File: src/rtl/lx_pkg.sv
// Shared definitions for the load word-lane extractor.
// Assumes a data word of 16 or 32 bits, built from 8-bit lanes.
package lx_pkg;
    typedef enum logic {
        XOP_BYTE = 1'b0,
        XOP_HALF = 1'b1
    } xop_e;

    // Number of address bits needed to select a byte lane
    function automatic int lane_bits(input int data_w);
        return $clog2(data_w / 8);
    endfunction
endpackage

File: src/rtl/lx_addr_align.sv
// Forces the lane-select bits of an address to zero so the bus access is
// word-aligned. Assumes ADDR_W > LANE_BITS.
module lx_addr_align #(
    parameter int ADDR_W    = 32,
    parameter int LANE_BITS = 2
) (
    input  logic [ADDR_W-1:0] addr_in,
    output logic [ADDR_W-1:0] addr_out
);
    // Pass the upper bits through and clear the lane-select bits
    always_comb begin
        addr_out                  = addr_in;
        addr_out[LANE_BITS-1:0]   = '0;
    end
endmodule

File: src/rtl/lx_lane_extract.sv
// Selects one little-endian byte lane, or (for 32-bit words) one half-word,
// and zero-extends it to the full word. Assumes DATA_W is 16 or 32.
module lx_lane_extract
    import lx_pkg::*;
#(
    parameter int DATA_W = 32
) (
    input  logic [DATA_W-1:0]                 word_in,
    input  logic [lane_bits(DATA_W)-1:0]      lane_sel,
    input  logic                              op_half,
    output logic [DATA_W-1:0]                 result
);
    localparam int LANES = DATA_W / 8;

    logic [7:0]        lane [LANES];
    logic [7:0]        picked;
    logic [DATA_W-1:0] byte_zx;

    // Split the word into byte lanes, lane 0 being the least significant
    for (genvar g = 0; g < LANES; g++) begin : g_lane
        assign lane[g] = word_in[8*g +: 8];
    end

    // Choose the addressed byte and zero-extend it
    always_comb begin
        picked  = lane[lane_sel];
        byte_zx = {{(DATA_W-8){1'b0}}, picked};
    end

    if (DATA_W >= 32) begin : g_half
        logic [15:0] half_pick;
        // Half-word chosen by lane_sel[1]; lane_sel[0] plays no part
        always_comb begin
            half_pick = lane_sel[1] ? word_in[31:16] : word_in[15:0];
            result    = (xop_e'(op_half) == XOP_HALF)
                      ? {{(DATA_W-16){1'b0}}, half_pick} : byte_zx;
        end
    end else begin : g_byte_only
        // Narrow word: byte extraction only
        always_comb result = byte_zx;
    end
endmodule

File: src/rtl/lx_out_stage.sv
// Optional output register: one flop stage with synchronous active-low
// reset to zero when REG_OUT is 1, a plain wire otherwise.
module lx_out_stage #(
    parameter int W       = 32,
    parameter bit REG_OUT = 1'b1
) (
    input  logic         clk,
    input  logic         rst_n,
    input  logic [W-1:0] d,
    output logic [W-1:0] q
);
    if (REG_OUT) begin : g_reg
        // Capture the value each edge, cleared under reset
        always_ff @(posedge clk) begin
            if (!rst_n) q <= '0;
            else        q <= d;
        end
    end else begin : g_wire
        assign q = d;
    end
endmodule

File: src/rtl/lx_load_extract.sv
// Top of the load word-lane extractor: aligns the load address and extracts
// a zero-extended byte or half-word chosen by the address operand's low bits.
// Assumes DATA_W is 16 or 32 and ADDR_W exceeds the lane-select width.
module lx_load_extract
    import lx_pkg::*;
#(
    parameter int DATA_W  = 32,
    parameter int ADDR_W  = 32,
    parameter bit REG_OUT = 1'b1
) (
    input  logic              clk,
    input  logic              rst_n,
    input  logic [DATA_W-1:0] word_in,
    input  logic [ADDR_W-1:0] addr_in,
    input  logic              op_sel,
    output logic [ADDR_W-1:0] bus_addr,
    output logic [DATA_W-1:0] result
);
    localparam int LB = lane_bits(DATA_W);

    logic [ADDR_W-1:0] aligned_c;
    logic [DATA_W-1:0] extract_c;

    lx_addr_align #(.ADDR_W(ADDR_W), .LANE_BITS(LB)) align_i (
        .addr_in  (addr_in),
        .addr_out (aligned_c)
    );

    lx_lane_extract #(.DATA_W(DATA_W)) extract_i (
        .word_in  (word_in),
        .lane_sel (addr_in[LB-1:0]),
        .op_half  (op_sel),
        .result   (extract_c)
    );

    lx_out_stage #(.W(ADDR_W), .REG_OUT(REG_OUT)) addr_stage_i (
        .clk (clk), .rst_n (rst_n), .d (aligned_c), .q (bus_addr)
    );

    lx_out_stage #(.W(DATA_W), .REG_OUT(REG_OUT)) data_stage_i (
        .clk (clk), .rst_n (rst_n), .d (extract_c), .q (result)
    );
endmodule

File: config.mk
export PLATFORM = sky130hd
export DESIGN_NAME = lx_load_extract
export DESIGN_NICKNAME = d
export VERILOG_FILES = /design/src/rtl/lx_pkg.sv /design/src/rtl/lx_addr_align.sv /design/src/rtl/lx_lane_extract.sv /design/src/rtl/lx_out_stage.sv /design/src/rtl/lx_load_extract.sv
export SDC_FILE = /design/constraint.sdc
export NUM_CORES = 1
export LEC_CHECK = 0
export BUFFER_PORTS_ARGS = -buffer_cell sky130_fd_sc_hd__buf_2
export CAP_MARGIN = 20
export CORE_UTILIZATION = 37
export DETAILED_ROUTE_END_ITERATION = 7
export PLACE_DENSITY_LB_ADDON = 0.05
export SLEW_MARGIN = 20
export SYNTH_ARGS = -nofsm -noshare
export SYNTH_HDL_FRONTEND = slang
export SYNTH_SLANG_ARGS = --single-unit
File: constraint.sdc
create_clock -name clk -period 0.9 [get_ports clk]
set_input_delay 0.09 -clock clk [delete_from_list [all_inputs] [get_ports clk]]
set_output_delay 0.09 -clock clk [all_outputs]
set_load 0.02 [all_outputs]
# --- After elaboration in Yosys (flattened, before gate mapping) ---
# Index checks and enable logic that the tools add are counted.
totals:
  regBits: 64
  output_inout_bits: 64
  latchBits: 0
  rom_bits: 0
  n_memories: 0
  input_bits: 67
  ram_bits: 0
classes:
  multipliers: 0
  reduce_logical: 1
  n_eq_ne: 0
  n_div: 0
  n_bitwise: 1
  n_shift: 0
  order_cmp: 1
  muxes: 5
  addsub: 0
ops:
  columns: ["op", "n"]
  rows:
  - ["two-way mux 8 bit", 3]
  - ["binary-select mux 8 bit (select 2 bit)", 1]
  - ["two-way mux 16 bit", 1]
  - ["greater-or-equal comparator 3 bit (second input constant)", 1]
  - ["NOT 2 -> 3 bit", 1]
  - ["AND reduction 2 bit", 1]

# --- Depth between registers and ports, before layout ---
depth:
  word_depth: 5
  mapped_depth: 4

# --- Cells and area by module ---
# From an unflattened synthesis, not the netlist that was laid out.
hier_totals:
  cells_unflattened: 212
  hier_area_um2: 2534.9
modules_own_cells:
  columns: ["module", "cells_per_inst", "area_each_um2", "n_inst", "seq_area_each_um2"]
  rows:
  - ["lx_out_stage", 67, 895.9, 2, 640.6]
  - ["lx_lane_extract", 45, 499.2, 1, 0.0]
  - ["lx_addr_align", 33, 244.0, 1, 0.0]

# --- Worst setup path before layout ---
# OpenSTA, ideal clock, no wires.
synth_path:
  path_kind: "input port to flip-flop"
  start: "input addr_in[1]"
  end: "register data_stage_i.q[6]"
  setup_time_ns: 0.134
  t_required_ns: 0.766
  stages: 4
  t_arrival_ns: 0.649
  path_slack_ns: 0.117
  path_cell_list: "buf_6 -> buf_12 -> mux2i_1 -> o22ai_1"
synth_via:
  elab_chain_cells: 5
  elab_cells_between_ends: 6
  cone_classes: "mux: 5; bitwise: 1"
synth_rtl:
  columns: ["element", "line_no", "rtl"]
  rows:
  - ["start: declaration", "lx_load_extract.sv:14", "input logic [ADDR_W-1:0] addr_in,"]
  - ["NOT 2 -> 3 bit (implied by the code)", "lx_lane_extract.sv:26", "picked = lane[lane_sel];"]
  - ["binary-select mux 8 bit (select 2 bit)", "lx_lane_extract.sv:26", null]
  - ["two-way mux 8 bit (implied by the code) (2 in series)", "lx_lane_extract.sv:26", null]
  - ["two-way mux 8 bit (*)", "lx_lane_extract.sv:36", "? {{(DATA_W-16){1'b0}}, half_pick} : byte_zx;"]
  - ["end signal: assignment", "lx_out_stage.sv:15", "if (!rst_n) q <= '0;"]
  - ["end signal: assignment", "lx_out_stage.sv:16", "else q <= d;"]
  - ["end: declaration", "lx_out_stage.sv:10", "output logic [W-1:0] q"]
# Mark *: on every way between the ends. The rest lies on a longest branch, timed or not. The select of a mux whose other input is x is not followed.
# A chain may end at the register's enable or synchronous reset.

# --- Final worst setup path ---
layout_path:
  start: "register data_stage_i.q[6]"
  end: "output result[6]"
layout_rtl:
  columns: ["element", "line_no", "rtl"]
  rows:
  - ["end: declaration", "lx_load_extract.sv:17", "output logic [DATA_W-1:0] result"]
# No word-level cell between the ends.

==> run metrics <==
min-delay worst type in -> reg; number of global-route vias before repair 1151; register area share after synthesis 59.3%; Yosys reg bits 46; clock sinks between 40 and 50; Cell Pwr Density ~1700 nW/um2; core area 4030 um2; combinational cell fraction of total power a little under a fifth; Clock power frac between 20% and 30%; hold path depth 2; largest fanout on the critical path 1; critical path endpoint category output pin; Pwr Total approximately 0.0042 W; synthesized-area fraction occupied by xor and xnor cells 0%; Root Driver clkbuf_8; largest net degree at the start of global routing 17; Reg clk slew, reported paths approximately 0.080 ns; Antenna Nets Post-Route 0; fraction of layout cells with a size suffix above 1 roughly 45%; Yosys top cell by area dfxtp_1; compound-cell area share of the yosys netlist under 10%; Worst path max stage delay 0.33 ns; grt ovf 0; share of the synthesized area in the top cell type between 50% and 60%; max cap viols 0; Flop pwr share about half; Setup crit start kind flip-flop; initial DRC count 29; synth unique cells 14; most common cell after layout, fill and taps aside buf_2; final hold slack approximately 0.0071 ns; RSZ-0062 raised after global routing false; CTS tree built; critical path arrival a little under 0.8 ns; cell internal pwr between 0.003 and 0.004 W; CTS Buf Count 5; first-pass iteration count of the detailed router 3; die width between 60 and 70 um; Ant. Diodes 0; first-pass GRT wire length 4940 um; Setup WS post-layout slightly below 0.04 ns; hold wc startpoint addr_in[21]; worst-path cell chain buf_2; Non-Filler Instances 328; Psw 0.00107 W; P&R area growth vs syn 58.5%; Post CTS Setup Buffer Count 0; I/O pins around 130; maximum clock rate roughly 1200 MHz; critical path class reg -> out; Syn Area/Cell ~11 um2; Routed WL per cell roughly 11 um; CP top delay family flip-flops; # port buffers between 100 and 150; Period Utilization, post-route between 90% and 100%; Max Slew Vio Count 0; Initial Util approximately 39%; Placement Setup Slack between 0.02 and 0.03 ns; CP Launch Point data_stage_i.q[6]; WHS Endpoint addr_stage_i.q[21]; Post-Synthesis Cells ~140; yosys warns 0; clk buf depth 2; Tmin final 0.861 ns; Crit path required time between 0.8 and 0.9 ns; switching part of the total approximately a quarter; Via density ~4; maximum VDD drop approximately 0.91 mV; Hold Vio Cnt, Final 0; Post-Synth Adder-Cell Area 0%; Post-Synthesis Cell Area approximately 1600 um2; most frequent cells in the layout 106 x buf_2, 46 x dfxtp_1, 30 x and2_1; largest family of logic cells by synthesized area simple AND/OR/NAND/NOR gates; dpl cells 297; Synth Area in Simple Gates between 10% and 20%; Max H-tree Level 2; leakage about 1.3 nW; Routed WL ~3500 um; Final TNS setup 0 ns; die height ~67 um; Die ar. 4460 um2; post-DP HPWL between 2000 and 3000 um; DR vias ~1300; Row Count 23; top cells by area, synth dfxtp_1 59%, and2_1 12%, mux2i_1 10%; Residual DRC 0; worst path bufs/invs 1; GRT Resource Usage Total between 10% and 20%; slowest CP cell dfxtp_1; Final Setup Violations 0; post-synthesis mux area share roughly a tenth; outcome finished clean; Final Wtd Congestion roughly 0.70; initial antenna violation count 0; nets between 300 and 400
==> per-stage QoR <==
stage          instance area (um2)  utilization, %
2_1_floorplan                 1620               -
3_5_place_dp                  2130            52.8
4_1_cts                       2450            60.7
6_report                      2460            61.1
3_3_place_gp                  2130            52.8
5_1_grt                       2460            61.1
==> state kept, by name (all words and copies together), names as in the netlist <==
signal and flops:
addr_stage_i.q 30, data_stage_i.q 16
==> cell usage after synthesis (all sizes together) <==
| cell type | count |
|---|---|
| dfxtp | 46 |
| and2 | 30 |
| nand2 | 1 |
| clkbuf | 3 |
| buf | 20 |
| inv | 1 |
| nand3b | 1 |
| o22ai | 8 |
| mux2i | 16 |
| o21ai | 1 |
| nor2 | 8 |
| conb | 1 |
==> metal layers <==
metal	part of all wire, %	global-route usage (%)	vias to the layer above
met1	38	15.7	557
met3	11	7.36	8
met5	0	0	-
met2	49	26.0	69
met4	1.9	6.91	0
li1	-	-	682
==> power by group through the flow <==
stage          Sequential (W)  Clock, W  Combinational, W
2_1_floorplan         0.00238         0          0.000294
3_3_place_gp          0.00222         0          0.000685
3_5_place_dp          0.00223         0          0.000685
4_1_cts               0.00218   0.00130          0.000763
5_1_grt               0.00219   0.00137          0.000831
6_report              0.00218   0.00125          0.000769
==> cells by family after synthesis <==
family / Yosys count
AO/OA/AOI/OAI: 9
multiplexers: 16
AND/OR/NAND/NOR: 40
buffers and inverters: 24
flip-flops: 46
other: 1
==> how the worst max path moves through the flow <==
stage                   endpoint  slack, ns  cells after the start
2_1_floorplan  data_stage_i.q[6]       0.12                      4
3_3_place_gp   data_stage_i.q[2]       0.05                      3
3_5_place_dp   data_stage_i.q[5]       0.03                      3
4_1_cts                result[0]       0.02                      1
5_1_grt                result[6]      0.005                      1
6_report               result[6]       0.04                      1
==> what timing repair did <==
action / CTS / global route
endpoints found under the setup margin: 0 / 6
hold buffers: 23 / 0
endpoints found under the hold margin: 23 / 0
gates resized for setup: 0 / 7
==> area by class of cell <==
class / instances / area (um2)
clock inverter: 1 / 5.00
sequential: 46 / 921
fill: 367 / 1570
tap: 50 / 62.6
timing repair buffer: 140 / 868
clock buffer: 7 / 86.3
inverter: 1 / 3.75
multi-input combinational: 83 / 515
Note: power is estimated with default switching activity, not from simulation.
